===== config.mk =====
export PLATFORM = sky130hd
export DESIGN_NAME = vit_acs_engine
export DESIGN_NICKNAME = d
export VERILOG_FILES = /design/src/rtl/vit_acs_pkg.sv /design/src/rtl/vit_branch_metric.sv /design/src/rtl/vit_acs_butterfly.sv /design/src/rtl/vit_metric_store.sv /design/src/rtl/vit_acs_engine.sv
export SDC_FILE = /design/constraint.sdc
export NUM_CORES = 2
export LEC_CHECK = 0
export BUFFER_PORTS_ARGS = -buffer_cell sky130_fd_sc_hd__buf_2
export CAP_MARGIN = 0
export CORE_ASPECT_RATIO = 0.9
export CORE_MARGIN = 2
export CORE_UTILIZATION = 60
export CTS_BUF_LIST = sky130_fd_sc_hd__clkbuf_4
export CTS_CLUSTER_SIZE = 10
export DETAILED_ROUTE_END_ITERATION = 8
export HOLD_SLACK_MARGIN = 0.15
export MAX_ROUTING_LAYER = met4
export PLACE_DENSITY = 0.76
export SYNTH_ARGS = -nofsm -noshare
export SYNTH_HDL_FRONTEND = slang
export SYNTH_SLANG_ARGS = --single-unit

===== constraint.sdc =====
create_clock -name clk -period 29.5 [get_ports clk]
set_input_delay 2.95 -clock clk [delete_from_list [all_inputs] [get_ports clk]]
set_output_delay 2.95 -clock clk [all_outputs]
set_load 0.01 [all_outputs]

===== src/rtl/vit_acs_pkg.sv =====
package vit_acs_pkg;

    // Configuration
    parameter int SD_W     = 3;    // soft value width
    parameter int PM_W     = 16;   // path metric width
    parameter int MEM_BITS = 4;    // encoder memory, log2 of states

    // Derived sizes
    localparam int NSTATE = 1 << MEM_BITS;
    localparam int NBFLY  = NSTATE / 2;
    localparam int BM_W   = SD_W + 1;

    typedef logic signed [SD_W-1:0] soft_t;
    typedef logic signed [BM_W-1:0] bm_t;
    typedef logic signed [PM_W-1:0] pm_t;
    typedef pm_t [NSTATE-1:0]       pm_vec_t;
    typedef logic [MEM_BITS-1:0]    state_t;
    typedef logic [NSTATE-1:0]      trn_t;

    typedef struct packed {
        bm_t sum;
        bm_t diff;
    } bm_pair_t;

    typedef struct packed {
        pm_t  metric;
        logic dec;
    } acs_res_t;

    localparam pm_t PM_MAX = {1'b0, {(PM_W-1){1'b1}}};
    localparam pm_t PM_MIN = {1'b1, {(PM_W-1){1'b0}}};

    // Saturating a +/- b
    function automatic pm_t sat_add(pm_t a, bm_t b, logic neg);
        logic signed [PM_W:0] wa;
        logic signed [PM_W:0] wb;
        logic signed [PM_W:0] s;
        wa = {a[PM_W-1], a};
        wb = {{(PM_W+1-BM_W){b[BM_W-1]}}, b};
        if (neg) wb = -wb;
        s = wa + wb;
        if (s[PM_W] != s[PM_W-1])
            return s[PM_W] ? PM_MIN : PM_MAX;
        return s[PM_W-1:0];
    endfunction

    // Larger candidate wins; tie keeps the even predecessor
    function automatic acs_res_t acs_pick(pm_t from_even, pm_t from_odd);
        acs_res_t r;
        r.dec    = (from_odd > from_even);
        r.metric = r.dec ? from_odd : from_even;
        return r;
    endfunction

    function automatic pm_vec_t frame_init_vec();
        pm_vec_t v;
        for (int s = 0; s < NSTATE; s++)
            v[s] = (s == 0) ? '0 : PM_MIN;
        return v;
    endfunction

endpackage


===== src/rtl/vit_branch_metric.sv =====
module vit_branch_metric
    import vit_acs_pkg::*;
(
    input  soft_t    sd0,
    input  soft_t    sd1,
    output bm_pair_t bm
);

    bm_t a_ext;
    bm_t b_ext;

    always_comb begin
        a_ext   = {sd0[SD_W-1], sd0};
        b_ext   = {sd1[SD_W-1], sd1};
        bm.sum  = a_ext + b_ext;
        bm.diff = a_ext - b_ext;
    end

endmodule


===== src/rtl/vit_acs_butterfly.sv =====
module vit_acs_butterfly
    import vit_acs_pkg::*;
#(
    parameter bit REVERSE = 1'b0
)(
    input  pm_t  old_even,
    input  pm_t  old_odd,
    input  bm_t  m,
    output pm_t  new_lo,
    output pm_t  new_hi,
    output logic dec_lo,
    output logic dec_hi
);

    pm_t e_plus, e_minus, o_plus, o_minus;
    acs_res_t r_lo, r_hi;

    always_comb begin
        e_plus  = sat_add(old_even, m, 1'b0);
        e_minus = sat_add(old_even, m, 1'b1);
        o_plus  = sat_add(old_odd,  m, 1'b0);
        o_minus = sat_add(old_odd,  m, 1'b1);
    end

    generate
        if (!REVERSE) begin : g_direct
            always_comb begin
                r_lo = acs_pick(e_plus,  o_minus);
                r_hi = acs_pick(e_minus, o_plus);
            end
        end else begin : g_reverse
            always_comb begin
                r_lo = acs_pick(e_minus, o_plus);
                r_hi = acs_pick(e_plus,  o_minus);
            end
        end
    endgenerate

    assign new_lo = r_lo.metric;
    assign new_hi = r_hi.metric;
    assign dec_lo = r_lo.dec;
    assign dec_hi = r_hi.dec;

endmodule


===== src/rtl/vit_metric_store.sv =====
module vit_metric_store
    import vit_acs_pkg::*;
(
    input  logic    clk,
    input  logic    rst,
    input  logic    wr_en,
    input  logic    use_init,
    input  pm_vec_t new_pm,
    output pm_vec_t old_pm,
    input  state_t  rd_addr,
    output pm_t     rd_pm
);

    localparam pm_vec_t INIT_VEC = frame_init_vec();

    pm_vec_t bank_q [2];
    logic    cur_q;     // bank holding the latest stage

    always_ff @(posedge clk) begin
        if (rst) begin
            bank_q[0] <= INIT_VEC;
            bank_q[1] <= INIT_VEC;
            cur_q     <= 1'b0;
        end else if (wr_en) begin
            bank_q[~cur_q] <= new_pm;
            cur_q          <= ~cur_q;
        end
    end

    assign old_pm = use_init ? INIT_VEC : bank_q[cur_q];
    assign rd_pm  = bank_q[cur_q][rd_addr];

endmodule


===== src/rtl/vit_acs_engine.sv =====
module vit_acs_engine
    import vit_acs_pkg::*;
(
    input  logic                clk,
    input  logic                rst,
    input  logic                sym_valid,
    input  logic                frame_start,
    input  logic [SD_W-1:0]     sd0,
    input  logic [SD_W-1:0]     sd1,
    input  logic [MEM_BITS-1:0] rd_state,
    output logic [PM_W-1:0]     rd_metric,
    output logic                trn_valid,
    output logic [NSTATE-1:0]   trn_word
);

    bm_pair_t bm;
    pm_vec_t  old_pm;
    pm_vec_t  new_pm;
    trn_t     dec_w;
    pm_t      rd_pm;
    trn_t     word_q;
    logic     valid_q;

    vit_branch_metric u_bm (
        .sd0 (soft_t'(sd0)),
        .sd1 (soft_t'(sd1)),
        .bm  (bm)
    );

    vit_metric_store u_store (
        .clk      (clk),
        .rst      (rst),
        .wr_en    (sym_valid),
        .use_init (frame_start),
        .new_pm   (new_pm),
        .old_pm   (old_pm),
        .rd_addr  (state_t'(rd_state)),
        .rd_pm    (rd_pm)
    );

    // One stage of butterflies; even index direct, odd reverse
    for (genvar j = 0; j < NBFLY; j++) begin : g_bfly
        bm_t m_j;
        assign m_j = (j < NBFLY/2) ? bm.sum : bm.diff;

        vit_acs_butterfly #(.REVERSE(j % 2 == 1)) u_bf (
            .old_even (old_pm[2*j]),
            .old_odd  (old_pm[2*j+1]),
            .m        (m_j),
            .new_lo   (new_pm[j]),
            .new_hi   (new_pm[j+NBFLY]),
            .dec_lo   (dec_w[NSTATE-1-2*j]),
            .dec_hi   (dec_w[NSTATE-2-2*j])
        );
    end

    always_ff @(posedge clk) begin
        if (rst) begin
            word_q  <= '0;
            valid_q <= 1'b0;
        end else begin
            valid_q <= sym_valid;
            if (sym_valid)
                word_q <= dec_w;
        end
    end

    assign trn_word  = word_q;
    assign trn_valid = valid_q;
    assign rd_metric = rd_pm;

endmodule


# Word level (Yosys, flattened, before mapping)
# Memory sizes are Yosys's and may differ from the RTL's. A register that Yosys moved wholly into a read port is not among the register bits.
# Index checks and enable logic that the tools add are counted.
[classes] n_addsub=36 order_cmp=17 n_eq_ne=32 muxes=157 bitwise_logic=1 reduce_logical=1
[ops] op="two-way mux 16 bit" n=113
[ops] op="two-way mux 256 bit" n=2
[ops] op="adder 16 x 17 -> 17 bit" n=16
[ops] op="adder 16 x 4 -> 17 bit" n=16
[ops] op="greater-than comparator 16 bit" n=16
[ops] op="OR reduction 256 bit" n=1
[ops] op="binary-select mux 16 bit (select 4 bit)" n=1
[ops] op="two-way mux 1 bit" n=41
[ops] op="negator 4 -> 17 bit" n=2
[ops] op="inequality test 1 bit" n=32
[ops] op="less-than comparator 4 x 5 -> 1 bit, second input constant" n=1
[ops] op="adder 3 x 3 -> 4 bit" n=1
[ops] op="subtractor 3 x 3 -> 4 bit" n=1
[ops] op="NOT 1 bit" n=1
[word_totals] regBits=18 mem_bits_rw=512 in_bits=14 out_inout_bits=33 wordCells=248 n_memories=1
[mem_list] name="u_store.bank_q" depth=2 width=256 read_ports=1 rd_clocked_by_memory_dff=1 write_ports=2 line_no="vit_metric_store.sv:16" text="pm_vec_t bank_q [2];"

# Depth between registers and ports, before layout
[depth] ltp_word=9 mapped_depth=44 depth_no_buf=35

# Modules after synthesis
# From an unflattened synthesis, not the netlist that was laid out.
[hier_totals] hier_cells=7625 area_unflattened_um2=66705.2
[by_module_without_submodules] module="vit_metric_store" instances=1 cells_per_inst=2229 area_each_um2=27360.0 seq_area_each_um2=15414.8
[by_module_without_submodules] module="vit_acs_butterfly at g_bfly[4].u_bf" instances=1 cells_per_inst=646 area_each_um2=4991.0 seq_area_each_um2=0.0
[by_module_without_submodules] module="vit_acs_butterfly at g_bfly[6].u_bf" instances=1 cells_per_inst=684 area_each_um2=4923.5 seq_area_each_um2=0.0
[by_module_without_submodules] module="vit_acs_butterfly at g_bfly[1].u_bf" instances=1 cells_per_inst=649 area_each_um2=4837.1 seq_area_each_um2=0.0
[by_module_without_submodules] module="vit_acs_butterfly at g_bfly[2].u_bf" instances=1 cells_per_inst=673 area_each_um2=4802.1 seq_area_each_um2=0.0
[by_module_without_submodules] module="vit_acs_butterfly at g_bfly[7].u_bf" instances=1 cells_per_inst=675 area_each_um2=4799.6 seq_area_each_um2=0.0
[by_module_without_submodules] module="vit_acs_butterfly at g_bfly[5].u_bf" instances=1 cells_per_inst=668 area_each_um2=4750.8 seq_area_each_um2=0.0
[by_module_without_submodules] module="vit_acs_butterfly at g_bfly[0].u_bf" instances=1 cells_per_inst=665 area_each_um2=4739.5 seq_area_each_um2=0.0
[by_module_without_submodules] module="vit_acs_butterfly at g_bfly[3].u_bf" instances=1 cells_per_inst=656 area_each_um2=4677.0 seq_area_each_um2=0.0
[by_module_without_submodules] module="vit_acs_engine" instances=1 cells_per_inst=54 area_each_um2=608.1 seq_area_each_um2=340.3
[by_module_without_submodules] module="vit_branch_metric" instances=1 cells_per_inst=26 area_each_um2=216.5 seq_area_each_um2=0.0

# Worst setup path before layout
# No wires, ideal clock.
[synth_path] path_type="in2reg" startpoint="in sd1[2]" endpoint="mem u_store.bank_q[0][128] (netlist bit) (data pin)" setup_time_ns=0.274 arrival_ns=12.384 required_ns=29.226 setup_slack_ns=16.842 cell_stages=39 path_buffers=10 path_cell_list="inv_1 -> ha_1 -> buf_2 -> o31ai_1 -> buf_2 -> buf_2 -> clkbuf_1 -> clkbuf_1 -> buf_2 -> buf_1 -> or2_2 -> ha_1 -> inv_1 -> ha_1 -> nand2_1 -> o41ai_1 -> a31oi_1 -> a21oi_1 -> [3 not listed] -> inv_1 -> ha_1 -> clkbuf_1 -> or2_2 -> mux2i_1 -> buf_2 -> buf_2 -> nor2_1 -> ha_1 -> nand4_1 -> nor2_1 -> nand2_1 -> a211oi_1 -> a2111oi_0 -> a221oi_1 -> o21a_1 -> a21boi_0 -> a211oi_1"
[synth_rtl] item="from (decl)" line_no="vit_acs_engine.sv:9" text="input logic [SD_W-1:0] sd1,"
[synth_rtl] item="to (decl)" line_no="vit_metric_store.sv:16"

==> metrics.yaml <==
outcome:
  status: "completed"
worst_hold_path:
  hold_start: "trn_word[8]$_SDFFE_PP0P_"
  holdPathEnd: "trn_word[8]$_SDFFE_PP0P_"
  hold_path.class: "flip-flop to flip-flop"
  hold_path_depth: 2
timing:
  setup_tns_ns: 0
  holdWs_ns: 0.481
  finalHoldViolCount: 0
  final-setup-viol-count: 0
  rsz0062_at_grt: "no"
  worst_pin_slew_ns: 1.21
  clock.fmax_mhz: 82.5
  period_needed_ns: 12.13
  fin_crit_sh_pct: 41.1
  relSlewSlack_pct: 17.0
  fin_skew_ns: 0.0870
  worst_slack_ns: 17.37
  slew_violations: 0
logic_synthesis:
  ys_warn_count: 0
  async_flop_share_pct: 0
  synth_most_common_cell: "nor2_1"
  synth.distinct_cells: 122
  synthFlopType: "edfxtp_1"
  syn_avg_cell_area_sq_um: 8.74
  ys_seq_area_share_pct: 23.6
  netlist_instances: 7633
  syn_area_sq_um: 66700
  syn-num-nets: 8336
  ys_top_cells_by_count: "822 x nor2_1, 655 x ha_1, 538 x a21oi_1"
  synth_top_cell_by_area: "edfxtp_1"
  synth_edf_count: 512
  synth_area_leaders: "edfxtp_1 23%, ha_1 12%, mux4_2 5.4%, xnor2_1 4.9%, nor2_1 4.6%"
  yosysTopAreaCellShare_pct: 23.0
  ys_ff_latch: 531
setup_path:
  rr_worst_depth: 29
  start_kind: "input port"
  crit_type: "input port to flip-flop"
  cpLargestDelayFamily: "compound AO/OA/AOI/OAI gates"
  r2r_end: "u_store.bank_q[0][241]$_SDFFCE_PN0P_"
  crit_top_cell: "ha_1"
  worstPathRequired_ns: 30.50
  worst-path-buf-inv: 7
  arrival_ns: 13.13
  path_max_fanout: 19
  r2r_slack_ns: 18.48
  cpMaxStageDelayCell: "a221oi_1"
  endpoint_kind: "flip-flop"
  cp_slowest_stage_delay_ns: 0.95
pwr:
  p_per_area_nw_per_um2: 104
  peakVddDrop_uv: 131
  p_sw_share_pct: 55.4
  power_leakage_nw: 27.9
  pwr-share-seq_pct: 16.9
  p_int_mw: 3.25
  combPwrFrac_pct: 73.4
  pwr-share-clk_pct: 9.7
  netSwitchingPower_mw: 4.03
floorplanning:
  ios: 47
  num_rows: 116
  start_util_pct: 60.2
  core-area_sq_um: 111000
  die_area_sq_um: 114000
  die_y_um: 320
  dieWidth_um: 355
finish:
  area_growth_pct: 4.75
  final_nets: 8264
  fillerInstances: 9581
  multi_input_area_sq_um: 48100
  regArea_sq_um: 15800
  drive_above_1_share_pct: 10.2
  fin_util_pct: 63.1
drt:
  drc_errors: 0
  wl_per_cell_um: 29.6
  dr.pass1.iters: 7
  antenna_left: 0
  routed_via_density: 7.23
  routed_wl_mm: 271
  drtIter0Drc: 10600
  num_vias: 66200
clock_tree:
  cts_tree: "built"
  cts-resized-gates: 0
  clkSinkCount: 531
  cts_buffers: 143
  cts_setup_buffers: 0
  cts-htree-levels: 4
  clk_latency_ns: 1.19
  ctsHoldBuffers: 0
  clock_path_buffers: 3
  clockRootBuffer: "clkbuf_4"
  path_clk_slew_ns: 0.07
global_routing:
  grt_use_total_pct: 47.4
  antenna_found_initial: 24
  grt.overflow.total: 0
  first_global_vias: 59100
  grt_pass1_wl_mm: 390
  grt_max_degree: 151
placed_design:
  gp_congestion: 1.14
  port_buffers: 46
  pre_cts_ws_ns: 16.60
  hpwl_mm: 213
run:
  maxCapViolations: 0
## stage by stage
| step | cell area (sq um) | power (mW) | cells |
|---|---|---|---|
| after floorplan | 66700 | 4.82 | 7633 |
| after global placement | 68000 | 6.24 | 8891 |
| after detailed placement | 68000 | 6.33 | 8891 |
| after CTS | 69800 | 7.05 | 9141 |
| after global routing | 69900 | 7.71 | 9161 |
| final | 69900 | 7.28 | 9162 |
## cell families after synthesis
kind of cell,count (synthesis),synth area share (%)
fa+ha+maj,767,14.5
compound gates,2403,24.4
simple gates,2252,16.0
xor+xnor,498,6.57
mux,498,10.6
flops,531,23.6
buf+inv,684,4.37
## power by group through the flow
stage          registers, mW  logic (mW)  clock network (mW)
6_report                1.23        5.35               0.704
5_1_grt                 1.23        5.74               0.737
3_5_place_dp            1.23        5.10                   0
2_1_floorplan           1.15        3.67                   0
3_3_place_gp            1.22        5.01                   0
4_1_cts                 1.22        5.13               0.703
## worst reg2reg max path, delay by kind of cell (launching register included)
kind / cells / cell delay [ns]
adders and majority gates: 3 / 1.56
buffers and inverters: 4 / 2.69
muxes: 1 / 0.41
DFF: 1 / 0.84
xor gates and xnor gates: 1 / 0.21
AOI/OAI and AO/OA: 12 / 2.47
and+or+nand+nor: 8 / 2.50
## cell type report
class,instances,share of cell area [%]
Multi-Input combinational cell,6418,68.9
Sequential cell,531,22.5
Tap cell,1475,2.64
Clock buffer,201,2.16
Inverter,322,1.73
Timing Repair Buffer,145,1.49
Clock inverter,49,0.496
Antenna cell,21,0.0752
## how the worst max path moves through the flow
stage	startpoint	to	slack, ns	cells past startpoint
3_5_place_dp	sd0[0]	u_store.bank_q[1][162]$_SDFFCE_PN0P_	16.60	34
5_1_grt	sd0[0]	u_store.bank_q[1][160]$_SDFFCE_PN0P_	16.75	34
2_1_floorplan	sd1[2]	u_store.bank_q[0][128]$_SDFFCE_PN0P_	16.84	39
3_3_place_gp	sd0[0]	u_store.bank_q[1][161]$_SDFFCE_PN0P_	16.88	33
6_report	sd0[0]	u_store.bank_q[1][172]$_SDFFCE_PN0P_	17.37	34
4_1_cts	sd0[0]	u_store.bank_q[1][160]$_SDFFCE_PN0P_	17.76	34
## per-layer routing
metal / vias to the layer above / GRT usage (%) / routed length, um
met3: 832 / 13.1 / 37900
met1: 31600 / 62.4 / 105000
met4: 0 / 23.9 / 16500
met2: 4729 / 66.6 / 112000
li1: 29100 / - / -
met5: - / - / 0
## sequential cells by signal, summed over array words and instances, names as in the netlist, named ones only
| signal | cells |
|---|---|
| trn_word | 16 |
| u_store.bank_q | 512 |
| u_store.cur_q | 1 |
| trn_valid | 1 |
## layout by cell type, fill, tap and decap left out, types with 63 or more instances in the layout
| cell type | instances |
|---|---|
| nand2b_1 | 85 |
| a21oi_1 | 537 |
| a21o_1 | 166 |
| clkbuf_4 | 201 |
| edfxtp_1 | 512 |
| a31oi_1 | 88 |
| o211ai_1 | 70 |
| nor3_1 | 230 |
| o21a_1 | 122 |
| a211oi_1 | 192 |
| buf_4 | 95 |
| ha_1 | 655 |
| nand2_1 | 466 |
| o22ai_1 | 185 |
| mux2i_1 | 295 |
| nand4_1 | 63 |
| maj3_1 | 75 |
| inv_1 | 306 |
| nand3_1 | 110 |
| nor2_1 | 822 |
| nor2b_1 | 92 |
| xor2_1 | 121 |
| mux4_2 | 160 |
| o21ai_0 | 397 |
| xnor2_1 | 373 |
Power figures use the tool's default switching activity.
